==> config.mk <==
export PLATFORM = sky130hd
export DESIGN_NAME = biss_frame_rx
export DESIGN_NICKNAME = d
export VERILOG_FILES = /design/src/rtl/biss_rx_pkg.sv /design/src/rtl/biss_tick_gen.sv /design/src/rtl/biss_line_sync.sv /design/src/rtl/biss_crc6.sv /design/src/rtl/biss_frame_rx.sv
export SDC_FILE = /design/constraint.sdc
export NUM_CORES = 1
export LEC_CHECK = 0
export CAP_MARGIN = 20
export CORE_UTILIZATION = 54
export CTS_CLUSTER_DIAMETER = 30
export CTS_CLUSTER_SIZE = 16
export DETAILED_ROUTE_END_ITERATION = 16
export GPL_TIMING_DRIVEN = 0
export HOLD_SLACK_MARGIN = 0.15
export PLACE_DENSITY_LB_ADDON = 0.08
export SETUP_SLACK_MARGIN = 0.05
export SYNTH_ARGS = -nofsm -noshare
export SYNTH_HDL_FRONTEND = slang
export SYNTH_SLANG_ARGS = --single-unit
==> constraint.sdc <==
create_clock -name clk -period 7.1 [get_ports clk]
set_input_delay 1.42 -clock clk [delete_from_list [all_inputs] [get_ports clk]]
set_output_delay 1.42 -clock clk [all_outputs]
set_load 0.01 [all_outputs]
==> src/rtl/biss_rx_pkg.sv <==
package biss_rx_pkg;

  typedef enum logic [2:0] {
    ST_IDLE,
    ST_ACK,
    ST_START,
    ST_CAP,
    ST_TOUT
  } rx_state_t;

  // one step of the x^6+x+1 CRC, most significant bit first
  function automatic logic [5:0] crc6_next(input logic [5:0] c, input logic b);
    logic fb;
    fb = c[5] ^ b;
    return {c[4:0], 1'b0} ^ (fb ? 6'b000011 : 6'b000000);
  endfunction

  // oversample ticks per encoder clock period
  function automatic logic [3:0] osr_len(input logic sel4);
    return sel4 ? 4'd4 : 4'd8;
  endfunction

endpackage

==> src/rtl/biss_tick_gen.sv <==
module biss_tick_gen #(
  parameter int DIV_W = 8
) (
  input  logic             clk,
  input  logic             rst_n,
  input  logic             run,
  input  logic [DIV_W-1:0] div,
  output logic             tick
);
  logic [DIV_W-1:0] cnt;

  always_ff @(posedge clk or negedge rst_n) begin
    if (!rst_n)          cnt <= '0;
    else if (!run)       cnt <= '0;
    else if (cnt == div) cnt <= '0;
    else                 cnt <= cnt + 1'b1;
  end

  assign tick = run && (cnt == div);

endmodule

==> src/rtl/biss_line_sync.sv <==
module biss_line_sync #(
  parameter int STAGES = 2
) (
  input  logic clk,
  input  logic rst_n,
  input  logic din,
  output logic dout
);
  logic [STAGES-1:0] ff;

  always_ff @(posedge clk or negedge rst_n) begin
    if (!rst_n) ff <= '1;
    else        ff <= {ff[STAGES-2:0], din};
  end

  assign dout = ff[STAGES-1];

endmodule

==> src/rtl/biss_crc6.sv <==
module biss_crc6
  import biss_rx_pkg::*;
(
  input  logic       clk,
  input  logic       rst_n,
  input  logic       clr,
  input  logic       en,
  input  logic       bit_in,
  output logic [5:0] crc
);
  always_ff @(posedge clk or negedge rst_n) begin
    if (!rst_n)   crc <= '0;
    else if (clr) crc <= '0;
    else if (en)  crc <= crc6_next(crc, bit_in);
  end

  // clearing and accumulating never collide
  assert_clr_excl_R6: assert property (@(posedge clk) disable iff (!rst_n)
    clr |-> !en) else $error("crc clear during accumulate");

endmodule

==> src/rtl/biss_frame_rx.sv <==
module biss_frame_rx
  import biss_rx_pkg::*;
#(
  parameter int POS_BITS   = 12,
  parameter int DIV_W      = 8,
  parameter int DLY_W      = 6,
  parameter int TOUT_TICKS = 32,
  parameter int CNT_W      = 16
) (
  input  logic                clk,
  input  logic                rst_n,
  input  logic                trig,
  input  logic                osr4,
  input  logic [DIV_W-1:0]    tick_div,
  input  logic [DLY_W-1:0]    dly,
  input  logic                cdm,
  output logic                enc_clk,
  input  logic                enc_data,
  output logic [POS_BITS-1:0] pos_q,
  output logic                err_q,
  output logic                wrn_q,
  output logic                cds_q,
  output logic                crc_ok,
  output logic                done
);
  localparam int CAP_BITS = POS_BITS + 9;
  localparam int CAPC_W   = $clog2(CAP_BITS);
  localparam int CRC_LO   = 1;
  localparam int CRC_HI   = POS_BITS + 2;

  rx_state_t            state;
  logic [CNT_W-1:0]     tcnt, nxt;
  logic [CAPC_W-1:0]    capcnt;
  logic [CAP_BITS-1:0]  shreg;
  logic                 osr_q, cdm_q;
  logic [DIV_W-1:0]     div_q;
  logic [5:0]           crc_acc;
  logic                 line_s, tick;

  // named internal events
  logic             busy, running, start_frame, sample_stb, last_bit, crc_en, frame_end;
  logic [CNT_W-1:0] osr_n, half_n, half_new;

  assign busy        = (state != ST_IDLE);
  assign running     = (state == ST_ACK) || (state == ST_START) || (state == ST_CAP);
  assign start_frame = trig && !busy;
  assign osr_n       = CNT_W'(osr_len(osr_q));
  assign half_n      = osr_n >> 1;
  assign half_new    = CNT_W'(osr_len(osr4)) >> 1;
  assign sample_stb  = running && tick && (tcnt == nxt);
  assign last_bit    = (state == ST_CAP) && (capcnt == CAPC_W'(CAP_BITS - 1));
  assign crc_en      = sample_stb && (state == ST_CAP) &&
                       (capcnt >= CAPC_W'(CRC_LO)) && (capcnt <= CAPC_W'(CRC_HI));
  assign frame_end   = (state == ST_TOUT) && tick && (tcnt == CNT_W'(TOUT_TICKS - 1));

  biss_tick_gen #(.DIV_W(DIV_W)) tick_i (
    .clk(clk), .rst_n(rst_n), .run(busy), .div(div_q), .tick(tick)
  );

  biss_line_sync #(.STAGES(2)) sync_i (
    .clk(clk), .rst_n(rst_n), .din(enc_data), .dout(line_s)
  );

  biss_crc6 crc_i (
    .clk(clk), .rst_n(rst_n), .clr(start_frame), .en(crc_en),
    .bit_in(line_s), .crc(crc_acc)
  );

  // encoder clock: idle high, running square wave, timeout override
  always_comb begin
    case (state)
      ST_IDLE: enc_clk = 1'b1;
      ST_TOUT: enc_clk = cdm_q ? 1'b1 : (tcnt >= half_n);
      default: enc_clk = osr_q ? tcnt[1] : tcnt[2];
    endcase
  end

  always_ff @(posedge clk or negedge rst_n) begin
    if (!rst_n) begin
      state  <= ST_IDLE;
      tcnt   <= '0;
      nxt    <= '0;
      capcnt <= '0;
      shreg  <= '0;
      osr_q  <= 1'b0;
      cdm_q  <= 1'b1;
      div_q  <= '0;
      pos_q  <= '0;
      err_q  <= 1'b0;
      wrn_q  <= 1'b0;
      cds_q  <= 1'b0;
      crc_ok <= 1'b0;
      done   <= 1'b0;
    end else begin
      done <= 1'b0;
      if (start_frame) begin
        state  <= ST_ACK;
        tcnt   <= '0;
        nxt    <= CNT_W'(dly) + half_new;
        capcnt <= '0;
        osr_q  <= osr4;
        cdm_q  <= cdm;
        div_q  <= tick_div;
      end else if (busy && tick) begin
        tcnt <= tcnt + 1'b1;
        if (sample_stb) begin
          nxt <= nxt + osr_n;
          case (state)
            ST_ACK:   if (!line_s) state <= ST_START;
            ST_START: if (line_s)  state <= ST_CAP;
            ST_CAP: begin
              shreg  <= {shreg[CAP_BITS-2:0], line_s};
              capcnt <= capcnt + 1'b1;
              if (last_bit) begin
                state <= ST_TOUT;
                tcnt  <= '0;
              end
            end
            default: ;
          endcase
        end
        if (frame_end) begin
          state  <= ST_IDLE;
          done   <= 1'b1;
          cds_q  <= shreg[CAP_BITS-1];
          pos_q  <= shreg[CAP_BITS-2 -: POS_BITS];
          err_q  <= shreg[7];
          wrn_q  <= shreg[6];
          crc_ok <= (crc_acc == ~shreg[5:0]);
        end
      end
    end
  end

  // a new frame always opens with the clock low
  assert_clk_starts_low_R2: assert property (@(posedge clk) disable iff (!rst_n)
    $rose(busy) |-> !enc_clk) else $error("frame did not open low");

  // samples only fall on tick boundaries
  assert_sample_on_tick_R3: assert property (@(posedge clk) disable iff (!rst_n)
    sample_stb |-> tick) else $error("sample off tick");

  // no falling clock edge inside a timeout that carries a one
  assert_cdm_one_no_fall_R7: assert property (@(posedge clk) disable iff (!rst_n)
    ($fell(enc_clk) && state == ST_TOUT) |-> !cdm_q) else $error("clock fell with cdm=1");

  // done is a single-cycle strobe that follows the timeout
  assert_done_pulse_R9: assert property (@(posedge clk) disable iff (!rst_n)
    done |=> !done) else $error("done longer than one cycle");

  assert_done_after_tout_R9: assert property (@(posedge clk) disable iff (!rst_n)
    done |-> $past(state == ST_TOUT)) else $error("done without timeout");

  // settings stay frozen inside a frame
  assert_cfg_frozen_R10: assert property (@(posedge clk) disable iff (!rst_n)
    (busy && $past(busy)) |-> ($stable(osr_q) && $stable(div_q) && $stable(cdm_q)))
    else $error("configuration changed mid-frame");

endmodule

Word-level counts from Yosys, hierarchy flattened
Index checks and enable logic that the tools add are counted.
{ "word_totals": {"input_bits": 20, "wordCells": 101, "ff_bits": 104, "output_inout_bits": 18} }
{ "classes": {"bitwise": 4, "n_reduce_logical": 27, "n_eq_ne": 12, "magnitude_cmp": 3, "mux": 33, "addsub": 5} }
{ "op_table": {"columns": ["operator", "count"], "rows": [
  ["2-to-1 mux 16 bit", 8],
  ["2-to-1 mux 3 bit", 7],
  ["2-to-1 mux 5 bit", 4],
  ["adder 16 x 1 -> 16 bit, second input constant", 1],
  ["adder 16 x 4 -> 16 bit", 1],
  ["== test 16 bit", 1],
  ["== test 16 x 5 -> 1 bit, second input constant", 1],
  ["greater-or-equal comparator 16 x 3 -> 1 bit", 1],
  ["2-to-1 mux 8 bit", 2],
  ["2-to-1 mux 6 bit", 2],
  ["logical AND 1 bit", 11],
  ["one-hot mux 3 bit (3 select lines)", 1],
  ["adder 8 x 1 -> 8 bit, second input constant", 1],
  ["== test 8 bit", 1],
  ["2-to-1 mux 4 bit", 2],
  ["inequality test 4 x 3 -> 1 bit, second input constant", 2],
  ["nonzero test 2 bit", 4],
  ["adder 6 x 3 -> 7 bit", 1],
  ["== test 3 x 2 -> 1 bit, second input constant", 2],
  ["== test 6 bit", 1],
  ["NOT 6 bit", 1],
  ["AND reduction 3 bit", 2],
  ["AND reduction 6 bit", 1],
  ["nonzero test 3 bit", 2],
  ["other kinds (19)", 24]
]} }

Depth between registers and ports, before layout
Gate-level depths: netlist (run 1).
{ "logic_depth": {"depth_word": 10, "mapped_depth": 10, "mapped_depth_nobuf": 8} }

Cells and area by module
From an unflattened synthesis (run 1), not the netlist that was laid out.
{ "unflattened": {"cells_unflattened": 523, "area_unflattened_um2": 5439.0} }
{ "modules_own_cells": {"columns": ["mod", "seq_area_each_um2", "area_per_inst_um2", "instances", "cells_per_inst"], "rows": [
  ["biss_frame_rx", 2203.4, 4616.9, 1, 452],
  ["biss_tick_gen", 200.2, 500.5, 1, 46],
  ["biss_crc6", 150.1, 269.0, 1, 23],
  ["biss_line_sync", 52.6, 52.6, 1, 2]
]} }

Worst setup path after synthesis (run 1)
Ideal clock, no wire load.
{ "synth_timing": {"kind": "register -> output", "from": "register tcnt[1]", "to": "output enc_clk", "required_ns": 5.680, "stages_incl_launch_ff": 9, "path_buffers": 0, "t_arrival_ns": 1.225, "setup_slack_ns": 4.455, "cell_sequence": "dfrtp_1 inv_1 ha_1 inv_1 o21ai_0 nand2_1 nand2_1 o21ai_0 o21ai_0"} }
{ "synth_via": {"elab_chain_len": 3, "elab_cells_between_ends": 4, "cone_classes": "order compare: 1; mux: 3"} }
{ "synth_rtl": {"columns": ["item", "line_no", "source"], "rows": [
  ["from (decl)", "biss_frame_rx.sv:32", "logic [CNT_W-1:0] tcnt, nxt;"],
  ["from (signal assigned)", "biss_frame_rx.sv:105", "tcnt <= tcnt + 1'b1;"],
  ["greater-or-equal comparator 16 x 3 -> 1 bit", "biss_frame_rx.sv:73", "ST_TOUT: enc_clk = cdm_q ? 1'b1 : (tcnt >= half_n);"],
  ["2-to-1 mux 1 bit", "biss_frame_rx.sv:73", null],
  ["one-hot mux 1 bit (2 select lines) (*)", "biss_frame_rx.sv:71", "case (state)"],
  ["to (decl)", "biss_frame_rx.sv:17", "output logic enc_clk,"]
]} }
Every way passes the cells marked *; elsewhere a longest branch is shown, timed or not.

Worst setup path after layout (run 1)
{ "layout_timing": {"from": "register state[2]", "to": "output enc_clk"} }
{ "layout_via": {"elab_chain_len": 2, "elab_cells_between_ends": 3, "cone_classes": "eq/ne: 1; mux: 1; reduce/logical: 1"} }
{ "layout_rtl": {"columns": ["item", "line_no", "source"], "rows": [
  ["from (decl)", "biss_frame_rx.sv:31", "rx_state_t state;"],
  ["from (signal assigned)", "biss_frame_rx.sv:80", "state <= ST_IDLE;"],
  ["from (signal assigned)", "biss_frame_rx.sv:97", "state <= ST_ACK;"],
  ["from (signal assigned)", "biss_frame_rx.sv:109", "ST_ACK: if (!line_s) state <= ST_START;"],
  ["== test 3 bit / zero test 3 bit (equally long branches)", "biss_frame_rx.sv:71", null],
  ["one-hot mux 1 bit (2 select lines) (*)", "biss_frame_rx.sv:71", null]
]} }
Marked as above.

==> metrics.txt, run 1 <==
die span in x 101 um; final hold vios 0; Port Buffers 37; CP startpoint kind flop; count of cell types in the netlist 54; Clock Latency Late Sink 0.39 ns; critical path endpoint category output pin; grt ovf 0; fmax 270 MHz; clk sinks 104; syn_nets 564; clk_skew 0.0161 ns; Hold-fix buffers, CTS 0; H-tree levels 3; r2r endpoint tcnt[4]; class of the worst hold path reg2reg; 1st-pass router iterations 4; Worst Tran Pin Value 0.756 ns; crit path to enc_clk; largest net degree at the start of global routing 55; Finish-stage setup viols 0; drt total wl 10700 um; Peak VDD IR 145 uV; CP max FO 9; Post-synth EDFFs 0; R2R Setup Slk 4.30 ns; post-cts sizing count 0; Initial Utilization 56.5%; Diodes inserted 0; HP Start sync_i.ff[0]; Post-Syn Instances 530; first-pass GRT wire length 18300 um; Seq cells post-synth 104; GRT Resource Usage Total 23.7%; CTS tree yes; Yosys warning total 0; CTS Buf Count 9; nets 613; register area share after synthesis 49.5%; asr flop ratio synth 100%; post-CTS setup buffers 0; outcome completed; RSZ-0062 raised after global routing no; mean routed wirelength per cell 15.0 um; GP Congestion 0.837; P_leak 2.77 nW; vias per cell 5.42; Clk Tree Root Cell clkbuf_8; die height 101 um; Overall Power 1.02 mW; clock buffer depth 2; total negative slack 0 ns; core area 0.00933 mm^2; fin crit period 3.71 ns; fill count 798; post-DP HPWL 7710 um; DR vias 3862; Finished Core Util 64.7%; initial antenna violation count 0; row cnt 35; Worst setup startpoint state[2]; drc violations 0; Worst Setup Path Type reg2out; layout cells sized above 1 9.08%; max-cap viol count 0; Antenna Nets Post-Route 0; WP data arrival 2.29 ns; layout overhead on the synthesized area 14.5%; Worst-path clk slew 0.10 ns; final worst path period share 52.2%; PD cells 169 mW/mm^2; vias in the first global route 3740; worst r2r src nxt[6]; top_reg_cell synth dfrtp_1; Starting DRT DRC Count 169; num ports 38; Die Area 0.0102 mm^2; Final Slew Violations 0; syn_area_per_cell 9.94 um^2; CP Data Required Time 5.68 ns; worst r2r path cells 9; Post-Syn Area 0.00527 mm^2; Slew headroom 49.1%
==> cell families after synthesis <==
family / share of synthesized area [%]
buffers and inverters: 3.02
adder cells (fa/ha/maj): 3.61
multiplexers: 7.01
AND/OR/NAND/NOR: 21.0
flip-flops: 49.5
XOR/XNOR: 8.64
AO/OA/AOI/OAI: 7.27
==> flip-flops by register name (all words and copies together) (netlist names), 2 cells and up <==
register	count
tcnt	16
crc_i.crc	6
state	3
shreg	21
tick_i.cnt	8
nxt	16
capcnt	5
pos_q	12
div_q	8
sync_i.ff	2
==> through the flow <==
stage	cell area (um^2)	setup WS, ns	hold slack (ns)	cells
finish	6030	3.39	0.359	713
global route	6030	3.22	0.368	713
CTS	6030	3.41	0.362	713
detailed placement	5830	3.49	0.350	697
global placement	5800	0.740	0.348	696
floorplan	5270	4.46	0.345	530
==> worst max-delay path: stages, from the launching register on <==
cell and delay, ns:
dfrtp_1 0.33, clkbuf_1 0.35, nor4b_1 0.28, nand3_1 0.17, o21ai_0 0.18, o21ai_0 0.10, clkdlybuf4s50_1 0.49
==> per-layer routing <==
| metal | up-vias | part of all wire (%) | track usage [%] |
|---|---|---|---|
| li1 | 1928 | - | - |
| met1 | 1840 | 48 | 32.8 |
| met2 | 77 | 45 | 35.9 |
| met3 | 17 | 5.0 | 5.89 |
| met4 | 0 | 1.8 | 9.36 |
| met5 | - | 0 | 0 |
==> cell usage in the layout (no fill, tap or decap), types with 18 or more instances in the layout <==
cell and count:
inv_1 18, o21ai_0 21, nand3_1 22, clkbuf_1 19, mux2_2 22, nand2_1 115
xnor2_1 23, dfrtp_1 101, clkdlybuf4s50_1 36, nor2_1 24, xor2_1 29
==> power breakdown <==
part | switching (mW) | total (mW) | internal (mW) | leakage (nW)
Sequential | 0.000508 | 0.593 | 0.593 | 1.31
Clock | 0.195 | 0.395 | 0.200 | 0.102
Combinational | 0.0177 | 0.0316 | 0.0140 | 1.36
Total | 0.213 | 1.02 | 0.807 | 2.77
==> worst min path at each step <==
stage               cells after the start           end
finish                                  0  sync_i.ff[1]
global route                            0  sync_i.ff[1]
CTS                                     0  sync_i.ff[1]
detailed placement                      0  sync_i.ff[1]
global placement                        0  sync_i.ff[1]
floorplan                               0  sync_i.ff[1]
==> cell type report <==
cell class                 instances  area, um^2  area share (%)
buffer                            20        91.3            1.51
clock buffer                      13         139            2.30
clock inverter                     3        68.8            1.14
inverter                          18        67.6            1.12
multi-input combinational        388        2500            41.5
sequential                       104        2610            43.2
tap                              129         161            2.68
timing repair buffer              38         395            6.55
==> cell usage after synthesis (8+ instances only) <==
library cell    n  share of area (%)
xnor2_1        23                3.8
mux2i_1        11                2.1
nand2_1       115                8.2
a21oi_1        12                1.1
nand3_1        22                2.1
ha_1           12                2.8
nor2_1         24                1.7
dfrtp_1       101                 48
inv_1          18                1.3
nor4_1          9                1.1
nor3_1          8               0.76
clkbuf_1       15                1.1
mux2_2         22                4.7
nand4_1        12                1.4
o21ai_0        21                2.0
or3_1           8               0.95
xor2_1         29                4.8
Power figures use the tool's default switching activity.
==> run 2, diff against run 1 <==
--- a/config.mk
+++ b/config.mk
@@ -6,7 +6,7 @@
 export NUM_CORES = 1
 export LEC_CHECK = 0
 export CAP_MARGIN = 20
-export CORE_UTILIZATION = 54
+export CORE_UTILIZATION = 53
 export CTS_CLUSTER_DIAMETER = 30
 export CTS_CLUSTER_SIZE = 16
 export DETAILED_ROUTE_END_ITERATION = 16
==> constraint.sdc (replaced) <==
create_clock -name clk -period 3 [get_ports clk]
set_input_delay 0.6 -clock clk [delete_from_list [all_inputs] [get_ports clk]]
set_output_delay 0.6 -clock clk [all_outputs]
set_load 0.01 [all_outputs]
==> metrics.txt, run 2 (synthesis gave the netlist of run 1 again) <==
GRT Resource Usage Total 22.8% (was 23.7%); Largest regs shreg x21, nxt x16, tcnt x16 (unchanged); drc violations 0 (unchanged); CP max stage cell dfrtp_1 (was clkdlybuf4s50_1); Worst setup startpoint tcnt[0] (was state[2]); worst r2r src tcnt[0] (was nxt[6]); Initial Utilization 54.4% (was 56.5%); fill count 812 (was 798); sequential share of power 58.6% (was 58.2%); Hold-fix buffers, CTS 0 (unchanged); Worst Setup Path Type reg2reg (was reg2out); Die Area 0.0103 mm^2 (was 0.0102 mm^2); CTS tree yes (unchanged); Clk Tree Root Cell clkbuf_8 (unchanged); Starting DRT DRC Count 240 (was 169); met2 wire len 5010 um (was 4850 um); total negative slack 0 ns (unchanged); max-cap viol count 0 (unchanged); layout overhead on the synthesized area 14.8% (was 14.5%); Finish-stage setup viols 0 (unchanged); Worst-path clk slew 0.10 ns (about the same); vias per cell 5.45 (was 5.42); CP peak stage delay 0.50 ns (was 0.49 ns); Final Slew Violations 0 (unchanged); drt total wl 10800 um (was 10700 um); mean routed wirelength per cell 15.1 um (was 15.0 um); die height 102 um (was 101 um); Peak VDD IR 202 uV (was 145 uV); die span in x 102 um (was 101 um); H-tree levels 3 (unchanged); clk sinks 104 (unchanged); Met3 Wirelength 454 um (was 537 um); post-CTS setup buffers 0 (unchanged); CP max FO 10 (was 9); worst r2r path cells 7 (was 9); Port Buffers 37 (unchanged); Logic pwr share 3.1% (about the same); post-cts sizing count 0 (unchanged); placed inst area 0.00583 mm^2 (about the same); row cnt 36 (was 35); M1 WL 5120 um (about the same); critical path endpoint category flop (was output pin); final worst path period share 89.9%; class of the worst hold path in2async (was reg2reg); clk_skew 0.0134 ns (was 0.0161 ns); most common cell after layout, fill and taps aside nand2_1 (unchanged); WP data arrival 2.98 ns (was 2.29 ns); CP startpoint kind flop (unchanged); switch share 23.5% (was 20.9%); CP Data Required Time 3.28 ns (was 5.68 ns); Finished Core Util 62.5% (was 64.7%); Clock Latency Late Sink 0.39 ns (about the same); nets 612 (was 613); final hold vios 0 (unchanged); Design Area, Final 0.00605 mm^2 (was 0.00603 mm^2); most frequent cells in the layout nand2_1, dfrtp_1, clkdlybuf4s50_1, xor2_1, nor2_1 (unchanged); core area 0.00968 mm^2 (was 0.00933 mm^2); Diodes inserted 0 (unchanged); Worst Tran Pin Value 0.767 ns (was 0.756 ns); fmax 371 MHz; max FFs per register 21 (unchanged); Slew headroom 48.4% (was 49.1%); grt ovf 0 (unchanged); fin crit period 2.70 ns; GP Congestion 0.893 (was 0.837); first-pass GRT wire length 18000 um (was 18300 um); outcome completed (unchanged); 1st-pass router iterations 4 (unchanged); sw power 0.564 mW (was 0.213 mW); Top Layer Used met4 (unchanged); P_leak 2.79 nW (was 2.77 nW); CTS Buf Count 9 (unchanged); internal power consumption 1.83 mW (was 0.807 mW); Biggest register shreg (unchanged); crit path cell chain ha_1 -> and4_1 -> nand2_1 -> or2_2 -> nor2_2 -> buf_4 -> mux2_2 (was clkbuf_1 -> nor4b_1 -> nand3_1 -> o21ai_0 -> o21ai_0 -> clkdlybuf4s50_1); largest net degree at the start of global routing 61 (was 55); post-DP HPWL 7720 um (was 7710 um); Register Area 0.00261 mm^2 (about the same); clock network power share 38.2% (was 38.7%); clock buffer depth 2 (unchanged); num ports 38 (unchanged); multi-input logic area 0.00252 mm^2 (was 0.00250 mm^2); RSZ-0062 raised after global routing no (unchanged); DR vias 3900 (was 3862); PD cells 396 mW/mm^2 (was 169 mW/mm^2); Antenna Nets Post-Route 0 (unchanged); initial antenna violation count 0 (unchanged); layout cells sized above 1 10.5% (was 9.08%); vias in the first global route 3680 (was 3740)
-- run 2: area by class of cell --
type / count / share of cell area (%)
Sequential cell: 104 / 43.1
Multi-Input combinational cell: 388 / 41.6
Timing Repair Buffer: 38 / 6.58
Tap cell: 133 / 2.75
Clock buffer: 9 / 2.05
Buffer: 19 / 1.45
Clock inverter: 7 / 1.32
Inverter: 18 / 1.12
-- run 2: critical path, delay by kind of cell (launching register included) --
family / cells / cell delay [ns]
buffers and inverters: 1 / 0.30
AND/OR/NAND/NOR: 4 / 1.18
multiplexers: 1 / 0.34
flip-flops: 1 / 0.50
adder cells (fa/ha/maj): 1 / 0.26
-- run 2: worst paths after layout --
check                      slack [ns]             to
hold / removal                   0.20  tick_i.cnt[3]
hold reg to reg                  0.37   sync_i.ff[1]
setup reg to reg                 0.30       pos_q[9]
setup / recovery                 0.30       pos_q[9]
max in group asynchronous        2.06   sync_i.ff[0]
min in group clk                 0.37   sync_i.ff[1]
-- run 2: power by group through the flow --
stage / Combinational (mW) / Sequential [mW] / Clock (mW)
2_1_floorplan: 0.0133 / 1.43 / 0
3_3_place_gp: 0.0720 / 1.43 / 0
3_5_place_dp: 0.0776 / 1.43 / 0
4_1_cts: 0.0784 / 1.40 / 0.938
5_1_grt: 0.0856 / 1.41 / 0.990
6_report: 0.0749 / 1.40 / 0.916
-- run 2: through the flow --
step	std cells	hold slack (ns)	power [mW]	setup WS (ns)
2_1_floorplan	530	0.304	1.45	0.757
3_3_place_gp	700	0.348	1.50	-2.60
3_5_place_dp	701	0.352	1.51	0.201
4_1_cts	717	0.216	2.42	0.0850
5_1_grt	716	0.245	2.48	0.127
6_report	716	0.197	2.40	0.303
-- run 2: per-layer routing --
metal	GRT usage (%)	vias up
met5	0	-
met4	10.6	0
met3	2.76	17
met2	35.0	75
met1	32.3	1888
li1	-	1920
